<file path="src/rtl/freq_loader_pkg.sv">
package freq_loader_pkg;
  typedef struct packed {
    logic stepUp;
    logic stepDown;
  } shiftStrobe_t;
endpackage

</file>
<file path="src/rtl/freq_loader_ctrl.sv">
module freq_loader_ctrl
  import freq_loader_pkg::*;
(
  input  logic         shiftEnN,
  input  logic         msbFirst,
  output shiftStrobe_t strobe
);
  logic shiftOn;
  assign shiftOn = ~shiftEnN;

  always_comb begin
    strobe          = '0;
    strobe.stepUp   = shiftOn & msbFirst;
    strobe.stepDown = shiftOn & ~msbFirst;
  end
endmodule

</file>
<file path="src/rtl/freq_loader_path.sv">
module freq_loader_path
  import freq_loader_pkg::*;
#(
  parameter int WORD_W = 32
) (
  input  logic              serClk,
  input  logic              rstN,
  input  logic              serData,
  input  shiftStrobe_t      strobe,
  input  logic              wordSel,
  output logic [WORD_W-1:0] freqWord
);
  localparam int REG_W = 2 * WORD_W;

  logic [REG_W-1:0] shiftReg;
  logic             stepUp;
  logic             stepDown;

  assign stepUp   = strobe.stepUp;
  assign stepDown = strobe.stepDown;

  always_ff @(posedge serClk or negedge rstN) begin
    if (!rstN) begin
      shiftReg <= '0;
    end else if (stepUp) begin
      shiftReg <= {shiftReg[REG_W-2:0], serData};
    end else if (stepDown) begin
      shiftReg <= {serData, shiftReg[REG_W-1:1]};
    end
  end

  generate
    if (WORD_W > 0) begin : g_mux
      assign freqWord = wordSel ? shiftReg[WORD_W-1:0] : shiftReg[REG_W-1:WORD_W];
    end
  endgenerate

  logic histValid;
  always_ff @(posedge serClk or negedge rstN) begin
    if (!rstN) histValid <= 1'b0;
    else       histValid <= 1'b1;
  end

  AST_HOLD_IDLE: assert property (@(posedge serClk) disable iff (!rstN)
    (histValid && !$past(stepUp) && !$past(stepDown)) |-> $stable(shiftReg));

  AST_UP_ENTRY: assert property (@(posedge serClk) disable iff (!rstN)
    (histValid && $past(stepUp)) |->
      (shiftReg[0] == $past(serData) && shiftReg[REG_W-1] == $past(shiftReg[REG_W-2])));

  AST_DOWN_ENTRY: assert property (@(posedge serClk) disable iff (!rstN)
    (histValid && $past(stepDown)) |->
      (shiftReg[REG_W-1] == $past(serData) && shiftReg[0] == $past(shiftReg[1])));

  AST_IDLE_OUT: assert property (@(posedge serClk) disable iff (!rstN)
    (histValid && !$past(stepUp) && !$past(stepDown) && $stable(wordSel)) |-> $stable(freqWord));
endmodule

</file>
<file path="src/rtl/freq_word_loader.sv">
module freq_word_loader
  import freq_loader_pkg::*;
#(
  parameter int WORD_W = 32
) (
  input  logic              serClk,
  input  logic              rstN,
  input  logic              serData,
  input  logic              shiftEnN,
  input  logic              msbFirst,
  input  logic              wordSel,
  output logic [WORD_W-1:0] freqWord
);
  shiftStrobe_t strobe;

  freq_loader_ctrl u_ctrl (
    .shiftEnN (shiftEnN),
    .msbFirst (msbFirst),
    .strobe   (strobe)
  );

  freq_loader_path #(.WORD_W(WORD_W)) u_path (
    .serClk   (serClk),
    .rstN     (rstN),
    .serData  (serData),
    .strobe   (strobe),
    .wordSel  (wordSel),
    .freqWord (freqWord)
  );
endmodule

</file>
<file path="config.mk">
export PLATFORM = sky130hd
export DESIGN_NAME = freq_word_loader
export DESIGN_NICKNAME = d
export VERILOG_FILES = /design/src/rtl/freq_loader_pkg.sv /design/src/rtl/freq_loader_ctrl.sv /design/src/rtl/freq_loader_path.sv /design/src/rtl/freq_word_loader.sv
export SDC_FILE = /design/constraint.sdc
export NUM_CORES = 1
export LEC_CHECK = 0
export ABC_AREA = 1
export CORE_MARGIN = 2
export CORE_UTILIZATION = 47
export CTS_CLUSTER_DIAMETER = 40
export DETAILED_ROUTE_END_ITERATION = 10
export GPL_ROUTABILITY_DRIVEN = 0
export PLACE_DENSITY = 0.71
export SETUP_SLACK_MARGIN = 0.05
export SLEW_MARGIN = 0
export SYNTH_ARGS = -nofsm -noshare
export SYNTH_HDL_FRONTEND = slang
export SYNTH_SLANG_ARGS = --single-unit
</file>
<file path="constraint.sdc">
create_clock -name serClk -period 0.9 [get_ports serClk]
set_input_delay 0.27 -clock serClk [delete_from_list [all_inputs] [get_ports serClk]]
set_output_delay 0.27 -clock serClk [all_outputs]
set_load 0.02 [all_outputs]
</file>
==> metrics.yaml, run 1 <==
outcome:
  run_status: "finished, violations left"
  violations: "negative setup slack"
setup_path:
  r2r_cells: 7
  rr_startpoint: "u_path.shiftReg[37]$_DFFE_PN0P_"
  crit_path_end_kind: "output port"
  start_kind: "flop"
  path_class: "flop to output port"
  cp.required_ps: 630
  r2r_slack_ps: -170
  crit_fanout: 2
  r2r-end: "u_path.shiftReg[38]$_DFFE_PN0P_"
  worst-endpoint-arrival_ps: 1070
power:
  clock_power_share_pct: 24.5
  pwr-share-seq_pct: 32.9
  vdd_drop_max_mv: 1.17
  power_switching_mw: 3.96
  p_per_area_nw_per_um2: 1780
  p_leak_nw: 3.23
  intPower_mw: 7.22
  netSwitchingFraction_pct: 35.4
  power_frac_comb_pct: 42.6
timing:
  tightest_slew_ps: 430
  tns_ps: -14760
  min_period_ps: 1340
  rsz0062_at_grt: "true"
  drv_slew: 0
  final.setup_skew_ps: 10.7
  hold_violations: 0
  final-setup-viol-count: 55
  post-route-period-util_pct: 149
  layout_setup_ws_ps: -439
  relSlewSlack_pct: 71.3
  fmax_mhz: 747
synth:
  synth_flop_cell: "dfrtp_1"
  synth_area_um2: 3650
  synthCells: 548
  synthArstFlopShare_pct: 100
  synth_edf_count: 0
  synth.most_common_cell: "nand2_1"
  yosysSeqAreaShare_pct: 43.9
  syn_nets: 554
  synthTopCellsByArea: "dfrtp_1 (44%), nand2_1 (30%), nand3_1 (8.8%), inv_1 (6.7%), o21ai_0 (4.4%)"
  yosysTopAreaCell: "dfrtp_1"
  yosysTopAreaCellShare_pct: 43.9
  synth-seq-cells: 64
  syn_avg_cell_area_um2: 6.66
  yosysWarnings: 0
  synth_cell_type_count: 10
  yosys-top-cells-count: "nand2_1 (288), inv_1 (65), dfrtp_1 (64), nand3_1 (64), o21ai_0 (32)"
die:
  dieArea_um2: 8480
  num_rows: 32
  ioPinCount: 38
  fp.coreArea_um2: 7610
  die_x_um: 92.1
  fp.dieH_um: 92.1
  start_util_pct: 47.9
global_routing:
  grt_max_degree: 44
  grt.total_usage_pct: 26.0
  antenna_found_initial: 0
  grt_first_pass_wirelength_um: 17800
  grt_pass1_vias: 3905
  gr-total-overflow: 0
job:
  max_cap_violations: 0
final_layout:
  largest_register_ffs: 64
  finalNetCount: 685
  syn2layout_area_growth_pct: 72.2
  reg_top3: "u_path.shiftReg: 64 flops"
  stdcell_count: 786
  diodes: 0
  regMostFlops: "u_path.shiftReg"
  drive_above_1_share_pct: 58.6
clock_network:
  cts_tree: "built"
  clockRootBuffer: "clkbuf_8"
  cts_sinks: 64
  clk_latency_ps: 340
  htree_num_levels: 3
  numCtsBuffers: 9
  clk_pin_slew_ps: 80
  cts_buffer_depth: 2
route:
  drt_wl_total_um: 12300
  wl_per_cell_um: 15.6
  drc: 0
  via_per_inst: 5.13
  antenna_left: 0
  first_pass_iters: 4
  vias: 4035
  drt_iter0_markers: 214
hold_path:
  hp-class: "input port to asynchronous set/reset pin"
placement:
  dp.cells: 735
  dpl_worst_slack_ps: -897
  port_buffers: 37
  dp_hpwl_um: 6360
## metrics by stage
| stage | power (mW) | hold WS, ps | instance area, µm² | util (%) |
|---|---|---|---|---|
| 6_report | 11.2 | 446 | 6280 | 82.5 |
| 5_1_grt | 11.7 | 463 | 6280 | 82.5 |
| 4_1_cts | 10.4 | 441 | 5730 | 75.4 |
| 3_5_place_dp | 6.94 | 268 | 4940 | 64.9 |
| 3_3_place_gp | 6.84 | 272 | 4940 | 64.9 |
| 2_1_floorplan | 5.54 | -25.6 | 4070 | - |
## kinds of logic after synthesis
family	share of synthesized area (%)
buffers and inverters	13.3
AOI/OAI and AO/OA	4.39
DFF	43.9
and+or+nand+nor	38.4
## placed cells by master (no fill, tap or decap), drive strengths merged
cell and n:
buf 151, bufinv 1, clkbuf 14, clkdlybuf4s50 1
clkinv 1, dfrtp 64, dlygate4sd3 1, inv 67
nand2 288, nand3 64, o21ai 32
## worst max-delay path, cell delays in order (launching register included)
cell     delay, ps
dfrtp_1        390
inv_2           70
o21ai_4        130
buf_6          130
## area by class of cell
| type | count | area (µm²) |
|---|---|---|
| inverter | 67 | 297 |
| tap | 102 | 128 |
| multi-input combinational | 384 | 2400 |
| clock buffer | 14 | 183 |
| clock inverter | 2 | 35.0 |
| timing repair buffer | 153 | 1640 |
| sequential | 64 | 1600 |
| fill | 424 | 1330 |
## power by group through the flow
stage / sequential [mW] / clock (mW) / combinational, mW
2_1_floorplan: 3.56 / 0 / 1.98
3_3_place_gp: 3.59 / 0 / 3.26
3_5_place_dp: 3.60 / 0 / 3.33
4_1_cts: 3.63 / 2.74 / 4.05
5_1_grt: 3.71 / 2.87 / 5.11
6_report: 3.68 / 2.74 / 4.76
## layer usage
| layer | vias to the layer above | share of wire [%] | global-route usage, % |
|---|---|---|---|
| met1 | 2014 | 41 | 33.2 |
| met3 | 12 | 3.3 | 4.11 |
| met2 | 77 | 55 | 44.9 |
| met4 | 0 | 1.1 | 8.71 |
| met5 | - | 0 | 0 |
| li1 | 1932 | - | - |
## worst max path at each step
stage / slack, ps / endpoint / startpoint / cells after the start
6_report: -440 / freqWord[12] / u_path.shiftReg[44]$_DFFE_PN0P_ / 3
5_1_grt: -470 / freqWord[10] / u_path.shiftReg[42]$_DFFE_PN0P_ / 3
2_1_floorplan: -140 / freqWord[10] / wordSel / 3
3_5_place_dp: -900 / freqWord[0] / wordSel / 5
3_3_place_gp: -860 / freqWord[31] / wordSel / 5
4_1_cts: -410 / freqWord[6] / u_path.shiftReg[6]$_DFFE_PN0P_ / 3
## what timing repair did
item | CTS | global route
pin swaps | 58 | 58
gates resized for setup | 352 | 155
setup endpoints to repair | 84 | 95
hold endpoints to repair | 64 | 0
hold buffers | 1 | 0
buffers inserted | 29 | 36
Power figures use the tool's default switching activity.
==> run 2: changes to the inputs <==
- CORE_ASPECT_RATIO: default -> 0.9
==> run 2 against run 1 <==
Utilization is 3.8 points lower. Sequential share of layout area grew 1.5 points. Critical path depth stayed put. Wire length is 14% lower. Non-clock buffer count fell by 22. Global-route usage decreased by 2.5 points. Hold slack worse by 60 ps. Design area down 5.4%. Clock-buffer cell count shrank 2. Sequential cell count is the same. The flow still finishes with violations (negative setup slack). Die area about the same.
==> metrics.yaml, run 2 (synthesized netlist as in run 1, its figures left out) <==
outcome:
  run_status: "finished, violations left"
  violations: "negative setup slack"
timing:
  hold_violations: 0
  fmax_mhz: 739
  relSlewSlack_pct: 81.5
  rsz0062_at_grt: "true"
  post-route-period-util_pct: 150
  final.setup_skew_ps: 3.29
  min_period_ps: 1350
  final-setup-viol-count: 46
  tns_ps: -13860
  hold-worst-slack_ps: 386
  drv_slew: 0
  layout_setup_ws_ps: -453
  tightest_slew_ps: 278
global_routing:
  gr-total-overflow: 0
  grt_max_degree: 51
  grt_pass1_vias: 3605
  grt_first_pass_wirelength_um: 16100
  grt.total_usage_pct: 23.4
  antenna_found_initial: 0
setup_path:
  cpPeakStageDelay_ps: 390
  path_class: "flop to output port"
  crit_path_top_delay_cell: "dfrtp_1"
  cp.required_ps: 630
  crit_fanout: 2
  worst-endpoint-arrival_ps: 1080
  path_cells: "nand2_1 -> o21ai_4 -> buf_6"
  crit_path_end_kind: "output port"
  start_kind: "flop"
route:
  via_per_inst: 5.09
  drc: 0
  wl_per_cell_um: 14.0
  vias: 3858
  drt_iter0_markers: 171
  first_pass_iters: 5
  antenna_left: 0
  drt_wl_total_um: 10600
final_layout:
  largest_register_ffs: 64
  design_area_um2: 5940
  n_fill_cell: 460
  reg_top3: "u_path.shiftReg: 64 flops"
  final_cell_mix: "nand2_1 (205), buf_6 (91), nand2_2 (69)"
  regMostFlops: "u_path.shiftReg"
  finalNetCount: 663
  diodes: 0
  syn2layout_area_growth_pct: 62.8
  drive_above_1_share_pct: 53.5
  final_common_cell: "nand2_1"
clock_network:
  cts_buffer_depth: 2
  clk_pin_slew_ps: 70
  cts_sinks: 64
  htree_num_levels: 3
  clk_latency_ps: 350
  numCtsBuffers: 9
  clockRootBuffer: "clkbuf_8"
  cts_tree: "built"
power:
  p_per_area_nw_per_um2: 1720
  vdd_drop_max_mv: 1.07
  p_leak_nw: 3.09
die:
  fp.coreArea_um2: 7540
  die_x_um: 96.9
  ioPinCount: 38
  num_rows: 30
  dieArea_um2: 8480
  start_util_pct: 48.3
  fp.dieH_um: 87.6
placement:
  dp_hpwl_um: 6020
  dpl_worst_slack_ps: -802
  placed_area_um2: 4890
  port_buffers: 37
job:
  max_cap_violations: 0
hold_path:
  hp-class: "input port to flop"
-- run 2: where the power goes --
group | total, mW | leakage [nW] | switching (mW) | internal (mW)
logic | 4.37 | 2.22 | 2.25 | 2.13
registers | 3.66 | 0.780 | 0.358 | 3.30
clock network | 2.19 | 0.0899 | 1.13 | 1.06
-- run 2: path summary, 6_finish.rpt --
kind                       depth (start not counted)                       startpoint                               to  slack, ps
max                                                3  u_path.shiftReg[10]$_DFFE_PN0P_                     freqWord[10]       -450
max reg2reg                                        7  u_path.shiftReg[44]$_DFFE_PN0P_  u_path.shiftReg[43]$_DFFE_PN0P_       -110
min in group asynchronous                          3                             rstN  u_path.shiftReg[57]$_DFFE_PN0P_        440
min reg2reg                                        2  u_path.shiftReg[33]$_DFFE_PN0P_  u_path.shiftReg[33]$_DFFE_PN0P_        490
max in group asynchronous                          3                             rstN  u_path.shiftReg[31]$_DFFE_PN0P_        200
min                                                4                         shiftEnN  u_path.shiftReg[28]$_DFFE_PN0P_        390
-- run 2: what timing repair did --
| action | CTS | global route |
|---|---|---|
| setup buffers | 19 | 26 |
| resized for setup | 316 | 139 |
| setup endpoints to repair | 87 | 94 |
| endpoints found under the hold margin | 64 | 0 |
| hold buffers | 1 | 0 |
| pin swaps | 48 | 69 |
-- run 2: worst max-delay path: cells and delay by family, from the launching register on --
kind                   cells  cell delay [ps]
buffers and inverters      1              130
DFF                        1              390
and+or+nand+nor            1              140
AOI/OAI and AO/OA          1               70
-- run 2: through the flow --
stage / instances / power [mW] / utilization, %
2_1_floorplan: 548 / 5.54 / -
6_report: 758 / 10.2 / 78.7
4_1_cts: 749 / 9.64 / 71.9
3_3_place_gp: 722 / 6.82 / 64.8
3_5_place_dp: 722 / 6.89 / 64.8
5_1_grt: 758 / 10.8 / 78.7
-- run 2: layout make-up --
type | count | area (µm²) | area share, %
Multi-Input combinational cell | 384 | 2350 | 39.7
Inverter | 67 | 274 | 4.61
Timing Repair Buffer | 131 | 1420 | 24.0
Clock inverter | 4 | 20.0 | 0.337
Sequential cell | 64 | 1600 | 27.0
Clock buffer | 12 | 145 | 2.44
Tap cell | 96 | 120 | 2.02
-- run 2: metal layers --
metal | routed length, µm | GRT usage [%] | vias up
met5 | 0 | 0 | -
met4 | 160 | 6.91 | 0
met3 | 414 | 5.27 | 19
met2 | 5460 | 40.8 | 95
met1 | 4560 | 29.8 | 1864
li1 | - | - | 1880
==> run 3: changes to the inputs <==
- clock period: 0.9 -> 1.2 ns (I/O delays scaled with it)
==> run 3 against run 2 <==
Register-to-register slack improved by 210 ps. Clock power fell by 7%. Power fell by 25%. Hold slack got worse by 360 ps. Largest cell class unchanged. Combinational power fell by 33%. Largest power group unchanged. Clock-buffer cell count rose by 1. Global-route usage rose by 1.5 points. Highest routed layer unchanged. The run still ends with negative setup slack left.
==> metrics.yaml, run 3 (synthesized netlist as in run 1, its figures left out) <==
outcome:
  run_status: "finished, violations left"
  violations: "negative setup slack"
clock_network:
  clk_latency_ps: 330
  cts_buffer_depth: 2
  htree_num_levels: 3
  clockRootBuffer: "clkbuf_8"
  cts_tree: "built"
  cts_sinks: 64
  clk_pin_slew_ps: 70
  numCtsBuffers: 9
setup_path:
  path_buf_inv: 1
  cp_top_family: "flip-flops"
  cp.depth: 3
  worst-endpoint-arrival_ps: 1060
  start_kind: "flop"
  path_cells: "nand2_2 -> o21ai_4 -> buf_6"
  rr_startpoint: "u_path.shiftReg[21]$_DFFE_PN0P_"
  cpPeakStageDelay_ps: 440
  path_class: "flop to output port"
  crit_path_end_kind: "output port"
  startpoint: "u_path.shiftReg[5]$_DFFE_PN0P_"
  r2r_cells: 7
  cp.required_ps: 840
  crit_path_top_delay_cell: "dfrtp_1"
  crit_fanout: 3
final_layout:
  drive_above_1_share_pct: 38.0
  finalNetCount: 686
  syn2layout_area_growth_pct: 52.7
  final_cell_mix: "nand2_1 (261), buf_4 (106), nand3_1 (64), dfrtp_1 (64), inv_2 (35)"
  regMostFlops: "u_path.shiftReg"
  diodes: 0
  n_fill_cell: 570
  seqCellArea_um2: 1600
  reg_top3: "u_path.shiftReg: 64 flops"
  final_common_cell: "nand2_1"
  design_area_um2: 5570
  multi_input_area_um2: 1960
  largest_register_ffs: 64
  post-route-util_pct: 73.8
die:
  start_util_pct: 48.3
  fp.dieH_um: 87.6
  num_rows: 30
  fp.coreArea_um2: 7540
  ioPinCount: 38
  dieArea_um2: 8480
  die_x_um: 96.9
timing:
  relSlewSlack_pct: 76.2
  tightest_slew_ps: 357
  min_period_ps: 1420
  final.setup_skew_ps: 5.23
  rsz0062_at_grt: "true"
  hold-worst-slack_ps: 24.1
  fmax_mhz: 703
  post-route-period-util_pct: 119
  layout_setup_ws_ps: -223
  final-setup-viol-count: 32
  drv_slew: 0
  hold_violations: 0
global_routing:
  grt_max_degree: 65
  antenna_found_initial: 0
  grt_first_pass_wirelength_um: 17200
  grt.total_usage_pct: 24.9
  grt_pass1_vias: 3783
  gr-total-overflow: 0
job:
  max_cap_violations: 0
route:
  vias: 3883
  wl_per_cell_um: 13.1
  via_per_inst: 4.97
  drt_iter0_markers: 154
  drt_wl_total_um: 10300
  drc: 0
  first_pass_iters: 4
  antenna_left: 0
placement:
  port_buffers: 37
  dpl_worst_slack_ps: -701
  placed_area_um2: 4880
  dp_hpwl_um: 6050
power:
  p_per_area_nw_per_um2: 1380
  vdd_drop_max_mv: 0.882
  p_leak_nw: 3.04
hold_path:
  hp-class: "input port to asynchronous set/reset pin"
run 3: cell types whose count changed in the layout (fill, tap and decap cells not counted), sizes merged:
cell	before	now
dlygate4sd3	1	0
buf	129	153
bufinv	0	2
clkbuf	12	13
clkinv	4	1
run 3: repair_timing:
action,in CTS,in global routing
buffers inserted,24,17
gates resized for setup,251,2
pin swaps,29,10
hold endpoints to repair,0,0
gates cloned,2,0
endpoints found under the setup margin,32,32
hold buffers,0,0
run 3: path summary, 6_finish.rpt:
check,slack (ps),end
hold / removal,20,u_path.shiftReg[57]$_DFFE_PN0P_
min in group serClk,480,u_path.shiftReg[23]$_DFFE_PN0P_
hold reg to reg,500,u_path.shiftReg[32]$_DFFE_PN0P_
setup reg to reg,100,u_path.shiftReg[22]$_DFFE_PN0P_
max in group asynchronous,890,u_path.shiftReg[46]$_DFFE_PN0P_
setup / recovery,-220,freqWord[5]
run 3: cell type report:
class / instances / share of cell area, %
sequential: 64 / 28.8
clock inverter: 3 / 1.17
inverter: 67 / 4.52
tap: 96 / 2.16
timing repair buffer: 154 / 25.5
clock buffer: 13 / 2.67
multi-input combinational: 384 / 35.2
run 3: routing by layer:
metal / share of wire [%] / track usage, % / vias to the layer above
met5: 0 / 0 / -
met2: 51 / 44.1 / 101
li1: - / - / 1922
met1: 43 / 31.5 / 1853
met4: 0.76 / 7.43 / 0
met3: 4.6 / 5.03 / 7
run 3: where the power goes:
part	internal (mW)	switching, mW
sequential	2.48	0.252
clock	1.23	0.803
combinational	1.45	1.47
total	5.16	2.52
run 3: stage by stage:
step,TNS [ps],power (mW),instances
3_5_place_dp,-21000,5.18,722
5_1_grt,-7040,8.14,781
4_1_cts,-5810,7.56,764
2_1_floorplan,-312,4.16,548
6_report,-5440,7.68,781
3_3_place_gp,-20560,5.11,722
